$ cat config.mk
export PLATFORM = sky130hd
export DESIGN_NAME = wide_udiv
export DESIGN_NICKNAME = d
export VERILOG_FILES = /design/src/rtl/udiv_pkg.sv /design/src/rtl/udiv_guard.sv /design/src/rtl/udiv_step.sv /design/src/rtl/udiv_ctrl.sv /design/src/rtl/wide_udiv.sv
export SDC_FILE = /design/constraint.sdc
export NUM_CORES = 1
export LEC_CHECK = 0
export BUFFER_PORTS_ARGS = -buffer_cell sky130_fd_sc_hd__buf_2
export CAP_MARGIN = 20
export CORE_ASPECT_RATIO = 0.9
export CORE_MARGIN = 10
export CORE_UTILIZATION = 50
export DETAILED_ROUTE_END_ITERATION = 10
export MAX_ROUTING_LAYER = met4
export PLACE_DENSITY = 0.75
export SYNTH_ARGS = -nofsm -noshare
export SYNTH_HDL_FRONTEND = slang
export SYNTH_SLANG_ARGS = --single-unit
$ cat constraint.sdc
create_clock -name clk -period 3.95 [get_ports clk]
set_input_delay 0.79 -clock clk [delete_from_list [all_inputs] [get_ports clk]]
set_output_delay 0.79 -clock clk [all_outputs]
set_load 0.02 [all_outputs]
$ cat src/rtl/udiv_pkg.sv
package udiv_pkg;

    parameter int unsigned DW = 64;
    localparam int unsigned CW = $clog2(DW);

    typedef enum logic [1:0] {
        ST_IDLE = 2'd0,
        ST_RUN  = 2'd1,
        ST_DONE = 2'd2
    } udiv_state_t;

    typedef struct packed {
        logic [DW-1:0] hi;
        logic [DW-1:0] lo;
        logic [DW-1:0] dvs;
    } udiv_req_t;

    typedef struct packed {
        logic [DW-1:0] rem;
        logic [DW-1:0] quo;
    } udiv_acc_t;

    function automatic udiv_acc_t sat_result();
        udiv_acc_t r;
        r.rem = '0;
        r.quo = '1;
        return r;
    endfunction

endpackage

$ cat src/rtl/udiv_guard.sv
module udiv_guard
    import udiv_pkg::*;
(
    input  udiv_req_t req,
    output logic      saturate
);
    logic zero_dvs;
    logic hi_too_big;

    always_comb begin
        zero_dvs   = (req.dvs == '0);
        hi_too_big = (req.hi >= req.dvs);
        saturate   = zero_dvs | hi_too_big;
    end
endmodule

$ cat src/rtl/udiv_step.sv
module udiv_step
    import udiv_pkg::*;
(
    input  udiv_acc_t     acc_in,
    input  logic [DW-1:0] dvs,
    output udiv_acc_t     acc_out
);
    logic [DW:0]   partial;
    logic [DW+1:0] trial;
    logic          fits;

    always_comb begin
        partial = {acc_in.rem, acc_in.quo[DW-1]};
        trial   = {1'b0, partial} - {2'b00, dvs};
        fits    = ~trial[DW+1];
        acc_out.rem = fits ? trial[DW-1:0] : partial[DW-1:0];
        acc_out.quo = {acc_in.quo[DW-2:0], fits};
    end
endmodule

$ cat src/rtl/udiv_ctrl.sv
module udiv_ctrl
    import udiv_pkg::*;
(
    input  logic clk,
    input  logic rst,
    input  logic op_valid,
    input  logic saturate,
    input  logic res_ready,
    output logic op_ready,
    output logic res_valid,
    output logic load_run,
    output logic load_sat,
    output logic step_en
);
    udiv_state_t    state_q;
    udiv_state_t    state_d;
    logic [CW-1:0]  cnt_q;
    logic           last_step;
    logic           accept;

    always_comb begin
        op_ready  = (state_q == ST_IDLE);
        res_valid = (state_q == ST_DONE);
        accept    = op_ready & op_valid;
        load_run  = accept & ~saturate;
        load_sat  = accept & saturate;
        step_en   = (state_q == ST_RUN);
        last_step = step_en & (cnt_q == CW'(DW - 1));
        state_d   = state_q;
        unique case (state_q)
            ST_IDLE: begin
                if (load_sat)      state_d = ST_DONE;
                else if (load_run) state_d = ST_RUN;
            end
            ST_RUN:  if (last_step) state_d = ST_DONE;
            ST_DONE: if (res_ready) state_d = ST_IDLE;
            default: state_d = ST_IDLE;
        endcase
    end

    always_ff @(posedge clk) begin
        if (rst) begin
            state_q <= ST_IDLE;
            cnt_q   <= '0;
        end else begin
            state_q <= state_d;
            if (load_run)     cnt_q <= '0;
            else if (step_en) cnt_q <= cnt_q + 1'b1;
        end
    end
endmodule

$ cat src/rtl/wide_udiv.sv
module wide_udiv
    import udiv_pkg::*;
(
    input  logic          clk,
    input  logic          rst,
    input  logic          op_valid,
    output logic          op_ready,
    input  logic [DW-1:0] op_hi,
    input  logic [DW-1:0] op_lo,
    input  logic [DW-1:0] op_dvs,
    output logic          res_valid,
    input  logic          res_ready,
    output logic [DW-1:0] res_quo,
    output logic [DW-1:0] res_rem,
    output logic          res_ovf
);
    udiv_req_t     req;
    udiv_acc_t     acc_q;
    udiv_acc_t     acc_next;
    logic [DW-1:0] dvs_q;
    logic          ovf_q;
    logic          saturate;
    logic          load_run;
    logic          load_sat;
    logic          step_en;

    assign req.hi  = op_hi;
    assign req.lo  = op_lo;
    assign req.dvs = op_dvs;

    udiv_guard u_guard (
        .req      (req),
        .saturate (saturate)
    );

    udiv_ctrl u_ctrl (
        .clk       (clk),
        .rst       (rst),
        .op_valid  (op_valid),
        .saturate  (saturate),
        .res_ready (res_ready),
        .op_ready  (op_ready),
        .res_valid (res_valid),
        .load_run  (load_run),
        .load_sat  (load_sat),
        .step_en   (step_en)
    );

    udiv_step u_step (
        .acc_in  (acc_q),
        .dvs     (dvs_q),
        .acc_out (acc_next)
    );

    always_ff @(posedge clk) begin
        if (rst) begin
            acc_q <= '0;
            dvs_q <= '0;
            ovf_q <= 1'b0;
        end else if (load_sat) begin
            acc_q <= sat_result();
            ovf_q <= 1'b1;
        end else if (load_run) begin
            acc_q.rem <= op_hi;
            acc_q.quo <= op_lo;
            dvs_q     <= op_dvs;
            ovf_q     <= 1'b0;
        end else if (step_en) begin
            acc_q <= acc_next;
        end
    end

    assign res_quo = acc_q.quo;
    assign res_rem = acc_q.rem;
    assign res_ovf = ovf_q;
endmodule

==> flow_summary_export.csv <==
group,metric,value,unit
drt,drt_first_iter_violations,1380,
finish,fillCellCount,2522,
sta,setup-violations-final,0,
sta,clock_skew,0.0160,ns
status,status,"finished clean",
power_and_ir_drop,pwr-share-clk,0.209,
hold_path,hold_path_class,"register to register",
sta,hold_viol_final,0,
logic_synthesis,synth_nets,2159,
floorplanning,die_w,196,um
setup_path,setup.worst_path.start_class,"register",
logic_synthesis,synth-edff-count,0,
drt,drc,0,
logic_synthesis,netlist_instances,1833,
clock_tree,cts_made_buffers,23,
sta,grt_setup_unrepaired,"false",
global_routing,gr-usage-all-layers,0.290,
logic_synthesis,synth_seq_cells,201,
clock_tree,cts_tree,"done",
run,cap_violations,0,
setup_path,crit_path_end,"res_rem[45]",
floorplanning,io_pins,327,
clock_tree,cts_num_sinks,201,
power_and_ir_drop,p_per_area,647,nW/um2
setup_path,path_common_cell,"a21oi_1",
setup_path,regToRegEndpoint,"res_rem[45]",
power_and_ir_drop,vdd_ir_drop_max,0.475,mV
global_routing,antenna_found_initial,11,
setup_path,reg2reg_depth,12,
finish,drive_above_1_share,0.202,
sta,tns,0,ns
power_and_ir_drop,switching_share,0.445,
finish,multi_input_area,8820,um2
logic_synthesis,yosysWarnings,0,
setup_path,cp-startpoint,"res_rem[11]",
setup_path,critPathMaxStageDelay,0.57,ns
clock_tree,ctsHtreeMaxLevel,1,
placement,post-place-ws,0.0792,ns
power_and_ir_drop,pwr-share-comb,0.558,
setup_path,crit_path_max_fanout,5,
sta,slew_headroom,0.326,
setup_path,critPathCaptureType,"register",
finish,finalNetCount,2436,
power_and_ir_drop,p_leak,0.00764,uW
floorplanning,row_count,57,
logic_synthesis,synthesis.area,13900,um2
sta,finalCritPeriodShare,0.930,
floorplanning,die_area,34800,um2
sta,slew_violations,0,
global_routing,grt-ovfl-total,0,
clock_tree,clk_path_buf_depth,3,
power_and_ir_drop,switchingPower,4810,uW
setup_path,cp.arrival,4.05,ns
sta,worst_pin_slew,1.01,ns
clock_tree,clockRootBuffer,"clkbuf_16",
setup_path,critPathRequiredTime,4.32,ns
drt,first_pass_iters,5,
logic_synthesis,seq_area_frac_synth,0.290,
logic_synthesis,ys.flop_type,"dfxtp_1",
sta,fmax,272,MHz
clock_tree,clock_latency,0.54,ns
floorplanning,initial_utilization,0.510,
clock_tree,cts.repair.resized,0,
floorplanning,core,27200,um2
drt,wl_per_cell,20.7,um
drt,wl,51.6,mm
clock_tree,cts_setup_buffers,0,
finish,area_growth_syn_to_layout,20.6,%
global_routing,grt_max_degree,97,
sta,period_needed,3.67,ns
floorplanning,fp.dieH,178,um
drt,vias_per_cell,6.08,
setup_path,crit_chain,"ha_1 > a21oi_1 > o21ai_0 > a21oi_1 > o41ai_4 > a31oi_1 > o21bai_1 > a21oi_1 > o21ai_0 > xnor2_1 > mux2i_1 > o22ai_1",
setup_path,r2r_start,"res_rem[11]",
clock_tree,ctsHoldBuffers,0,
power_and_ir_drop,p_int,6000,uW
placement,port_buffers,326,
drt,antenna_left,0,
setup_path,critical_path_class,"register to register",
drt,vias,15100,
clock_tree,cts.clk_slew.worst_paths,0.06,ns
placement,dp_hpwl,39.9,mm
logic_synthesis,synthArstFlopShare,0,
finish,register_area,4020,um2
setup_path,crit_path_top_delay_cell,"a31oi_1",
sta,worst_slack,0.276,ns
logic_synthesis,yosysUniqueCellTypes,65,
global_routing,grt_pass1_vias,14600,
power_and_ir_drop,power_frac_seq,0.234,
logic_synthesis,synth_area_per_cell,7.56,um2
global_routing,grt_pass1_wl,80.8,mm
placement,gp_congestion,0.993,
setup_path,r2r_setup_slack,0.28,ns
==> power by group through the flow <==
| stage | combinational (uW) | sequential (uW) | clock, uW |
|---|---|---|---|
| final | 6030 | 2530 | 2260 |
| after detailed placement | 5910 | 2560 | 0 |
| after CTS | 5940 | 2520 | 2290 |
| after global placement | 5830 | 2550 | 0 |
| after global routing | 6600 | 2560 | 2360 |
| after floorplan | 4070 | 2740 | 0 |
==> worst min path at each step <==
stage / from / end / slack [ns] / cells after the start
global placement: dvs_q[21] / dvs_q[21] / 0.44 / 2
CTS: dvs_q[42] / dvs_q[42] / 0.46 / 2
detailed placement: dvs_q[20] / dvs_q[20] / 0.45 / 2
floorplan: dvs_q[10] / dvs_q[10] / 0.44 / 2
global route: dvs_q[11] / dvs_q[11] / 0.47 / 2
finish: dvs_q[12] / dvs_q[12] / 0.45 / 2
==> worst max-delay path, delay by kind of cell (launching register included) <==
kind / cells / cell delay, ns
compound gates: 9 / 2.46
xor+xnor: 1 / 0.16
fa+ha+maj: 1 / 0.38
flops: 1 / 0.35
mux: 1 / 0.15
==> cell type report <==
cell class,count,share of cell area
Tap cell,354,0.0265
Multi-Input combinational cell,1369,0.527
Antenna cell,11,0.00165
Clock inverter,8,0.00779
Timing Repair Buffer,369,0.124
Sequential cell,201,0.241
Clock buffer,34,0.0393
Inverter,146,0.0328
==> synthesized netlist by cell type (4+ instances only) <==
cell	count	area [um2]
nand2_1	265	995
a21oi_1	262	1310
dfxtp_1	201	4020
inv_1	146	548
ha_1	129	1610
nor2_1	100	375
clkbuf_1	89	334
o221ai_1	65	569
o21ai_0	62	310
a22oi_1	58	435
o22ai_1	48	300
a21o_1	46	345
xnor2_1	36	315
nand4_1	33	206
xor2_1	28	245
buf_2	22	110
nor4_1	22	138
nor3_1	21	105
nand3_1	15	75.1
mux2i_1	14	140
o21bai_1	13	97.6
o211ai_1	12	90.1
o21a_1	12	90.1
nand2b_1	11	68.8
a211oi_1	10	75.1
and2_1	9	56.3
nor2b_1	9	56.3
o31ai_1	7	52.6
a31o_2	6	52.6
and3_1	6	37.5
a31oi_1	5	31.3
or2_1	4	25.0
or2_2	4	25.0
or3_1	4	25.0
==> cell usage in the layout, fill, tap and decap left out, drive strengths merged, types with 13 or more instances in the layout <==
cell,n
buf,369
nand2,265
a21oi,262
dfxtp,201
inv,147
ha,129
nor2,101
o221ai,65
o21ai,65
a22oi,58
o22ai,48
a21o,46
xnor2,36
clkbuf,34
nand4,33
xor2,28
nor4,22
nor3,21
nand3,15
mux2i,14
o21bai,13
==> kinds of logic after synthesis <==
family | share of synthesized area
and+or+nand+nor | 0.161
buffers and inverters | 0.0755
AOI/OAI and AO/OA | 0.303
xor gates and xnor gates | 0.0404
DFF | 0.290
muxes | 0.0117
adders and majority gates | 0.118
==> flip-flops by register name, summed over array words and instances (netlist names) <==
| register | count |
|---|---|
| dvs_q | 64 |
| res_ovf | 1 |
| res_quo | 64 |
| res_rem | 64 |
| u_ctrl.cnt_q | 6 |
| u_ctrl.state_q | 2 |
==> per-layer routing <==
layer	part of all wire	vias to the layer above	GRT usage
li1	-	7199	-
met1	0.43	7161	0.371
met2	0.44	673	0.446
met3	0.090	108	0.0606
met4	0.035	0	0.100
met5	0	-	-
==> stage by stage <==
step	hold WS (ns)	area, um2	cells	power, uW	utilization
floorplan	0.436	13900	1833	6810	-
global placement	0.442	15900	2438	8390	0.584
detailed placement	0.447	15900	2439	8470	0.585
global route	0.470	16700	2492	11500	0.615
finish	0.453	16700	2492	10800	0.615
CTS	0.455	16700	2481	10700	0.614
No activity file was read; power rests on OpenSTA's default activity.
